<file path="src/rtl/pwm_timer_pkg.sv">
package pwm_timer_pkg;
  localparam int unsigned NUM_CMP   = 4;
  localparam int unsigned ADDR_W    = 3;
  localparam int unsigned SEL_W     = $clog2(NUM_CMP);
  localparam logic [ADDR_W-1:0] ADDR_CTRL = 3'd4;
  localparam logic [ADDR_W-1:0] ADDR_OLVL = 3'd5;
  localparam logic [SEL_W-1:0]  PAIRED_PER = 2'd1;

  typedef enum logic {
    MODE_PAIRED = 1'b0,
    MODE_PERIOD = 1'b1
  } pwm_mode_e;

  typedef struct packed {
    logic [SEL_W-1:0] per_sel;
    pwm_mode_e        mode;
    logic             en;
  } ctrl_t;
endpackage

</file>
<file path="src/rtl/pwm_regs.sv">
module pwm_regs
  import pwm_timer_pkg::*;
#(
  parameter int unsigned CNT_W = 16
) (
  input  logic                            clk_i,
  input  logic                            rst_ni,
  input  logic                            wr_en_i,
  input  logic [ADDR_W-1:0]               wr_addr_i,
  input  logic [CNT_W-1:0]                wr_data_i,
  output logic [NUM_CMP-1:0][CNT_W-1:0]   cmp_o,
  output logic [NUM_CMP-1:0][1:0]         olvl_o,
  output ctrl_t                           ctrl_o,
  output ctrl_t                           ctrl_nxt_o,
  output logic                            ctrl_wr_o
);
  localparam int unsigned CTRL_W = $bits(ctrl_t);

  assign ctrl_wr_o  = wr_en_i && (wr_addr_i == ADDR_CTRL);
  assign ctrl_nxt_o = ctrl_wr_o ? ctrl_t'(wr_data_i[CTRL_W-1:0]) : ctrl_o;

  for (genvar i = 0; i < NUM_CMP; i++) begin : g_cmp
    always_ff @(posedge clk_i or negedge rst_ni) begin
      if (!rst_ni)                                       cmp_o[i] <= '0;
      else if (wr_en_i && wr_addr_i == ADDR_W'(i))       cmp_o[i] <= wr_data_i;
    end

    always_ff @(posedge clk_i or negedge rst_ni) begin
      if (!rst_ni)                                       olvl_o[i] <= '0;
      else if (wr_en_i && wr_addr_i == ADDR_OLVL)        olvl_o[i] <= wr_data_i[2*i +: 2];
    end
  end

  always_ff @(posedge clk_i or negedge rst_ni) begin
    if (!rst_ni) ctrl_o <= '0;
    else         ctrl_o <= ctrl_nxt_o;
  end
endmodule

</file>
<file path="src/rtl/pwm_cnt.sv">
module pwm_cnt #(
  parameter int unsigned CNT_W = 16
) (
  input  logic             clk_i,
  input  logic             rst_ni,
  input  logic             load_i,
  input  logic             run_i,
  input  logic             clr_i,
  output logic [CNT_W-1:0] cnt_o
);
  always_ff @(posedge clk_i or negedge rst_ni) begin
    if (!rst_ni)     cnt_o <= '0;
    else if (load_i) cnt_o <= '0;
    else if (run_i)  cnt_o <= clr_i ? '0 : cnt_o + 1'b1;
  end
endmodule

</file>
<file path="src/rtl/pwm_pin.sv">
module pwm_pin (
  input  logic clk_i,
  input  logic rst_ni,
  input  logic active_i,
  input  logic load_i,
  input  logic restore_i,
  input  logic init_i,
  input  logic set_a_i,
  input  logic lvl_a_i,
  input  logic set_b_i,
  input  logic lvl_b_i,
  output logic pin_o
);
  // restore/load win over edges; edges of one pin never coincide when unequal
  always_ff @(posedge clk_i or negedge rst_ni) begin
    if (!rst_ni)                   pin_o <= 1'b0;
    else if (!active_i)            pin_o <= 1'b0;
    else if (load_i || restore_i)  pin_o <= init_i;
    else if (set_a_i)              pin_o <= lvl_a_i;
    else if (set_b_i)              pin_o <= lvl_b_i;
  end
endmodule

</file>
<file path="src/rtl/pwm_timer.sv">
module pwm_timer
  import pwm_timer_pkg::*;
#(
  parameter int unsigned CNT_W = 16
) (
  input  logic                clk_i,
  input  logic                rst_ni,
  input  logic                wr_en_i,
  input  logic [ADDR_W-1:0]   wr_addr_i,
  input  logic [CNT_W-1:0]    wr_data_i,
  output logic [CNT_W-1:0]    cnt_o,
  output logic [NUM_CMP-1:0]  pin_o
);
  logic [NUM_CMP-1:0][CNT_W-1:0] cmp_q;
  logic [NUM_CMP-1:0][1:0]       olvl_q;
  ctrl_t                         ctrl_q, ctrl_nxt;
  logic                          ctrl_wr, run;
  logic [SEL_W-1:0]              per_idx;
  logic [NUM_CMP-1:0]            hit;
  logic                          per_hit;

  pwm_regs #(.CNT_W(CNT_W)) u_regs (
    .clk_i      (clk_i),
    .rst_ni     (rst_ni),
    .wr_en_i    (wr_en_i),
    .wr_addr_i  (wr_addr_i),
    .wr_data_i  (wr_data_i),
    .cmp_o      (cmp_q),
    .olvl_o     (olvl_q),
    .ctrl_o     (ctrl_q),
    .ctrl_nxt_o (ctrl_nxt),
    .ctrl_wr_o  (ctrl_wr)
  );

  assign run     = ctrl_q.en && !ctrl_wr;
  assign per_idx = (ctrl_q.mode == MODE_PERIOD) ? ctrl_q.per_sel : PAIRED_PER;

  for (genvar i = 0; i < NUM_CMP; i++) begin : g_hit
    assign hit[i] = run && (cnt_o == cmp_q[i]);
  end
  assign per_hit = hit[per_idx];

  pwm_cnt #(.CNT_W(CNT_W)) u_cnt (
    .clk_i  (clk_i),
    .rst_ni (rst_ni),
    .load_i (ctrl_wr),
    .run_i  (run),
    .clr_i  (per_hit),
    .cnt_o  (cnt_o)
  );

  for (genvar i = 0; i < NUM_CMP; i++) begin : g_pin
    localparam int unsigned MATE = i ^ 1;
    logic active, restore, set_a, lvl_a, set_b, lvl_b;

    if (i % 2 == 0) begin : g_lead
      always_comb begin
        if (ctrl_nxt.mode == MODE_PAIRED) begin
          active  = 1'b1;
          restore = 1'b0;
          set_a   = hit[i]    && (cmp_q[i] != cmp_q[MATE]);
          lvl_a   = olvl_q[i][1];
          set_b   = hit[MATE] && (cmp_q[i] != cmp_q[MATE]);
          lvl_b   = olvl_q[MATE][1];
        end else begin
          active  = (ctrl_nxt.per_sel != SEL_W'(i));
          restore = per_hit;
          set_a   = hit[i] && (cmp_q[i] != cmp_q[per_idx]);
          lvl_a   = olvl_q[i][1];
          set_b   = 1'b0;
          lvl_b   = 1'b0;
        end
      end
    end else begin : g_trail
      always_comb begin
        active  = (ctrl_nxt.mode == MODE_PERIOD) && (ctrl_nxt.per_sel != SEL_W'(i));
        restore = per_hit;
        set_a   = hit[i] && (cmp_q[i] != cmp_q[per_idx]);
        lvl_a   = olvl_q[i][1];
        set_b   = 1'b0;
        lvl_b   = 1'b0;
      end
    end

    pwm_pin u_pin (
      .clk_i     (clk_i),
      .rst_ni    (rst_ni),
      .active_i  (active),
      .load_i    (ctrl_wr),
      .restore_i (restore),
      .init_i    (olvl_q[i][0]),
      .set_a_i   (set_a),
      .lvl_a_i   (lvl_a),
      .set_b_i   (set_b),
      .lvl_b_i   (lvl_b),
      .pin_o     (pin_o[i])
    );
  end
endmodule

</file>
<file path="config.mk">
export PLATFORM = sky130hd
export DESIGN_NAME = pwm_timer
export DESIGN_NICKNAME = d
export VERILOG_FILES = /design/src/rtl/pwm_timer_pkg.sv /design/src/rtl/pwm_regs.sv /design/src/rtl/pwm_cnt.sv /design/src/rtl/pwm_pin.sv /design/src/rtl/pwm_timer.sv
export SDC_FILE = /design/constraint.sdc
export NUM_CORES = 1
export LEC_CHECK = 0
export BUFFER_PORTS_ARGS = -buffer_cell sky130_fd_sc_hd__buf_2
export CAP_MARGIN = 30
export CORE_AREA = 5 5 142 144
export DETAILED_ROUTE_END_ITERATION = 16
export DIE_AREA = 0 0 147 149
export GPL_ROUTABILITY_DRIVEN = 0
export PLACE_DENSITY = 0.58
export SYNTH_ARGS = -nofsm -noshare
export SYNTH_HDL_FRONTEND = slang
export SYNTH_HIERARCHICAL = 1
export SYNTH_SLANG_ARGS = --single-unit
</file>
<file path="constraint.sdc">
create_clock -name clk_i -period 2.96 [get_ports clk_i]
set_clock_uncertainty 0.15 [all_clocks]
set_input_delay 0.148 -clock clk_i [delete_from_list [all_inputs] [get_ports clk_i]]
set_output_delay 0.148 -clock clk_i [all_outputs]
set_load 0.005 [all_outputs]
</file>
==> summary.md <==
| Metric | Value |
|---|---|
| VDD IR max | `0.3433 mV` |
| WL final | `26.50 mm` |
| Nets | `881` |
| Drt pass-1 iters | `8` |
| CP Class | `reg2reg` |
| Ratio of cells with drive above 1 in the final layout | `0.3422` |
| Fmax | `0.3427 GHz` |
| Gr usage total | `0.2425` |
| Worst hold path type | `in2async` |
| Static leakage | `3.751 nW` |
| Worst path max stage delay | `0.45 ns` |
| Worst Setup End Kind | `register` |
| Final hold slack | `0.2398 ns` |
| Number of distinct library cells after synthesis | `78` |
| Top_reg_cell synth | `dfrtp_1` |
| Num rows | `50` |
| Final cell count without fillers | `1096` |
| Initial drt markers | `849` |
| Die width | `147 microns` |
| Routed len/inst | `24.17 microns` |
| Vert. Die Dim | `149 microns` |
| Internal reg-to-reg setup slack | `0.04 ns` |
| # setup viols final | `0` |
| Vias in the first global route | `6934` |
| Final hold vios | `0` |
| Worst Path Required | `3.11 ns` |
| Worst Path Arrival | `3.07 ns` |
| Initial antenna violation count | `0` |
| I/O pin cnt | `42` |
| Routed vias | `6799` |
| Worst slew pin tran | `0.7993 ns` |
| Largest net degree at the start of global routing | `97` |
| Synth Instances | `746` |
| DRC errors left | `0` |
| CTS root buf | `clkbuf_16` |
| Worst Path Buf+Inv | `1` |
| Critical Path Fanout Max | `11` |
| Average cell area after synthesis | `9.869 sq um` |
| P&R area growth vs syn | `22.21%` |
| DP HPWL | `19.65 mm` |
| GRT overflow | `0` |
| Fin util | `0.4842` |
| I/O Buffers | `41` |
| ANT nets after route | `0` |
| Initial core utilization | `0.3962` |
| Inserted Clock Buffers | `9` |
| Avg Vias per Cell | `6.203` |
| Dpl cells | `1051` |
| Clock latency on the worst-skew pair | `0.36 ns` |
| Syn. warnings | `6` |
| # diodes | `0` |
| Max-Cap Viols | `0` |
| Relative slew slack | `0.4652` |
| Sequential share of the synthesized area | `0.3263` |
| Sink Count | `96` |
| Cell family with most CP delay | `compound AO/OA/AOI/OAI gates` |
| Period utilization | `0.9857` |
| Slowest CP cell | `dfrtp_2` |
| Status | `complete, no violations` |
| Slew Limit Fails | `0` |
| Worst-path cell chain | `buf_12 -> mux2i_1 -> nor2_1 -> a221o_1 -> xor2_1 -> a221o_1 -> nor4_2 -> a31oi_1 -> nor4_2 -> o21a_1` |
| Final setup TNS | `0 ns` |
| CTS tree | `built` |
| Clk buf depth | `2` |
| Asr flop ratio synth | `1.000` |
| H-tree depth | `3` |
| Clk slew on worst S/H paths | `0.07 ns` |
| First-pass GRT wire length | `41.08 mm` |
| Synthesized area | `7362 sq um` |
| Synthesis-stage register bit count | `96` |
| Critical Path Source Type | `register` |
| Minimum period implied by the final worst setup slack | `2.918 ns` |
| Die footprint | `21900 sq um` |
| Core area | `18580 sq um` |
| Post-synth EDFFs | `0` |
| Power Density | `722.1 nW/um^2` |
flip-flops by register name (all words and copies together), names as in the netlist:
register	count
g_pin.u_pin/pin_o	4
u_cnt/cnt_o	16
u_regs/cmp_o	64
u_regs/ctrl_o	4
u_regs/olvl_o	8
metrics by stage:
stage               cell area (sq um)  worst slack [ns]  total power [mW]
detailed placement               8282          -0.06621             5.079
global route                     8997          -0.01957             6.775
global placement                 8282          -0.04494             5.045
CTS                              8751          0.003631             6.246
finish                           8997           0.04238             6.497
floorplan                        7377            0.1442             3.913
path summary, 6_finish.rpt:
kind | from | endpoint | depth (start not counted)
worst max-delay path | u_regs/ctrl_o[2] | g_pin[3].u_pin/pin_o | 10
worst min-delay path | rst_ni | u_regs/cmp_o[56] | 3
worst max register to register | u_regs/ctrl_o[2] | g_pin[3].u_pin/pin_o | 10
worst min register to register | u_regs/ctrl_o[0] | u_regs/ctrl_o[0] | 1
max in group asynchronous | rst_ni | u_cnt/cnt_o[13] | 3
min in group clk_i | u_regs/ctrl_o[0] | u_regs/ctrl_o[0] | 1
what timing repair did:
action,in CTS,in global routing
setup endpoints to repair,7,17
resized for setup,7,31
buffers inserted,0,13
pin swaps,1,15
hold endpoints to repair,168,0
hold buffers,17,0
Yosys cell counts (4+ instances only):
master / number / area, sq um
o21ai_0: 10 / 50.05
a21oi_1: 24 / 120.1
xor2_1: 58 / 508.0
nand3b_1: 4 / 30.03
mux2_4: 20 / 300.3
nand2b_1: 5 / 31.28
nand4_1: 24 / 150.1
nand3_1: 14 / 70.07
a22oi_1: 12 / 90.09
clkbuf_1: 44 / 165.2
and2_1: 5 / 31.28
nor4_2: 7 / 87.58
o22ai_1: 15 / 93.84
mux2_2: 58 / 653.1
buf_6: 10 / 112.6
dfrtp_1: 96 / 2402
o21a_1: 4 / 30.03
nor2_1: 41 / 153.9
o31ai_1: 7 / 52.55
buf_2: 11 / 55.05
mux2i_1: 33 / 330.3
nor4_1: 17 / 106.4
nor2b_1: 7 / 43.79
inv_1: 10 / 37.54
nand2_1: 42 / 157.7
o221ai_1: 5 / 43.79
o2bb2ai_1: 7 / 61.31
xnor2_1: 80 / 700.7
per-layer routing:
metal  share of wire  global-route usage  up-vias  wire, microns
met4           0.063              0.1202        0           1678
li1                -                   -     2914              -
met3           0.096             0.05986      139           2548
met1            0.41              0.3230     3293          10900
met5               0                   0        -              0
met2            0.43              0.3685      453          11370
tightest hold or removal path: cells and delay by family:
family                 cells  cell delay (ns)
buffers and inverters      3             1.03
placed cells by master, fill, tap and decap left out, drive strengths merged, types with 3 or more instances in the layout:
cell type	instances
buf	149
dfrtp	96
xnor2	80
mux2	78
xor2	58
nand2	44
nor2	42
mux2i	33
a21oi	25
nand4	24
nor4	24
dlygate4sd3	17
o22ai	15
nand3	15
a22oi	13
o21ai	13
inv	13
clkbuf	11
nor2b	7
o2bb2ai	7
o31ai	7
nand2b	6
a221oi	6
o221ai	5
and2	5
nand3b	4
o21a	4
conb	4
nand4b	4
a21boi	4
o211ai	3
a31oi	3
a221o	3
nor3b	3
nor3	3
a311oi	3
and4bb	3
kinds of logic (layout without fill, tap and decap cells):
kind of cell / count (synthesis) / in the layout / synth area share
DFF: 96 / 96 / 0.3263
muxes: 111 / 111 / 0.1744
buffers and inverters: 80 / 193 / 0.05540
adders and majority gates: 1 / 1 / 0.001699
other: 1 / 4 / 0.0005094
xor gates and xnor gates: 138 / 138 / 0.1642
and+or+nand+nor: 193 / 193 / 0.1507
AOI/OAI and AO/OA: 126 / 126 / 0.1268
layout make-up:
class | count | area [sq um]
fill | 1686 | 9583
multi-input combinational | 573 | 4720
sequential | 96 | 2411
timing repair buffer | 167 | 1262
tap | 234 | 292.8
clock buffer | 10 | 229.0
clock inverter | 5 | 41.29
inverter | 11 | 41.29
report_power, final:
| group | internal [mW] | switching, mW | total, mW |
|---|---|---|---|
| Clock | 0.573 | 0.533 | 1.11 |
| Sequential | 1.58 | 0.511 | 2.09 |
| Combinational | 1.56 | 1.74 | 3.30 |
Note: power is estimated with default switching activity, not from simulation.
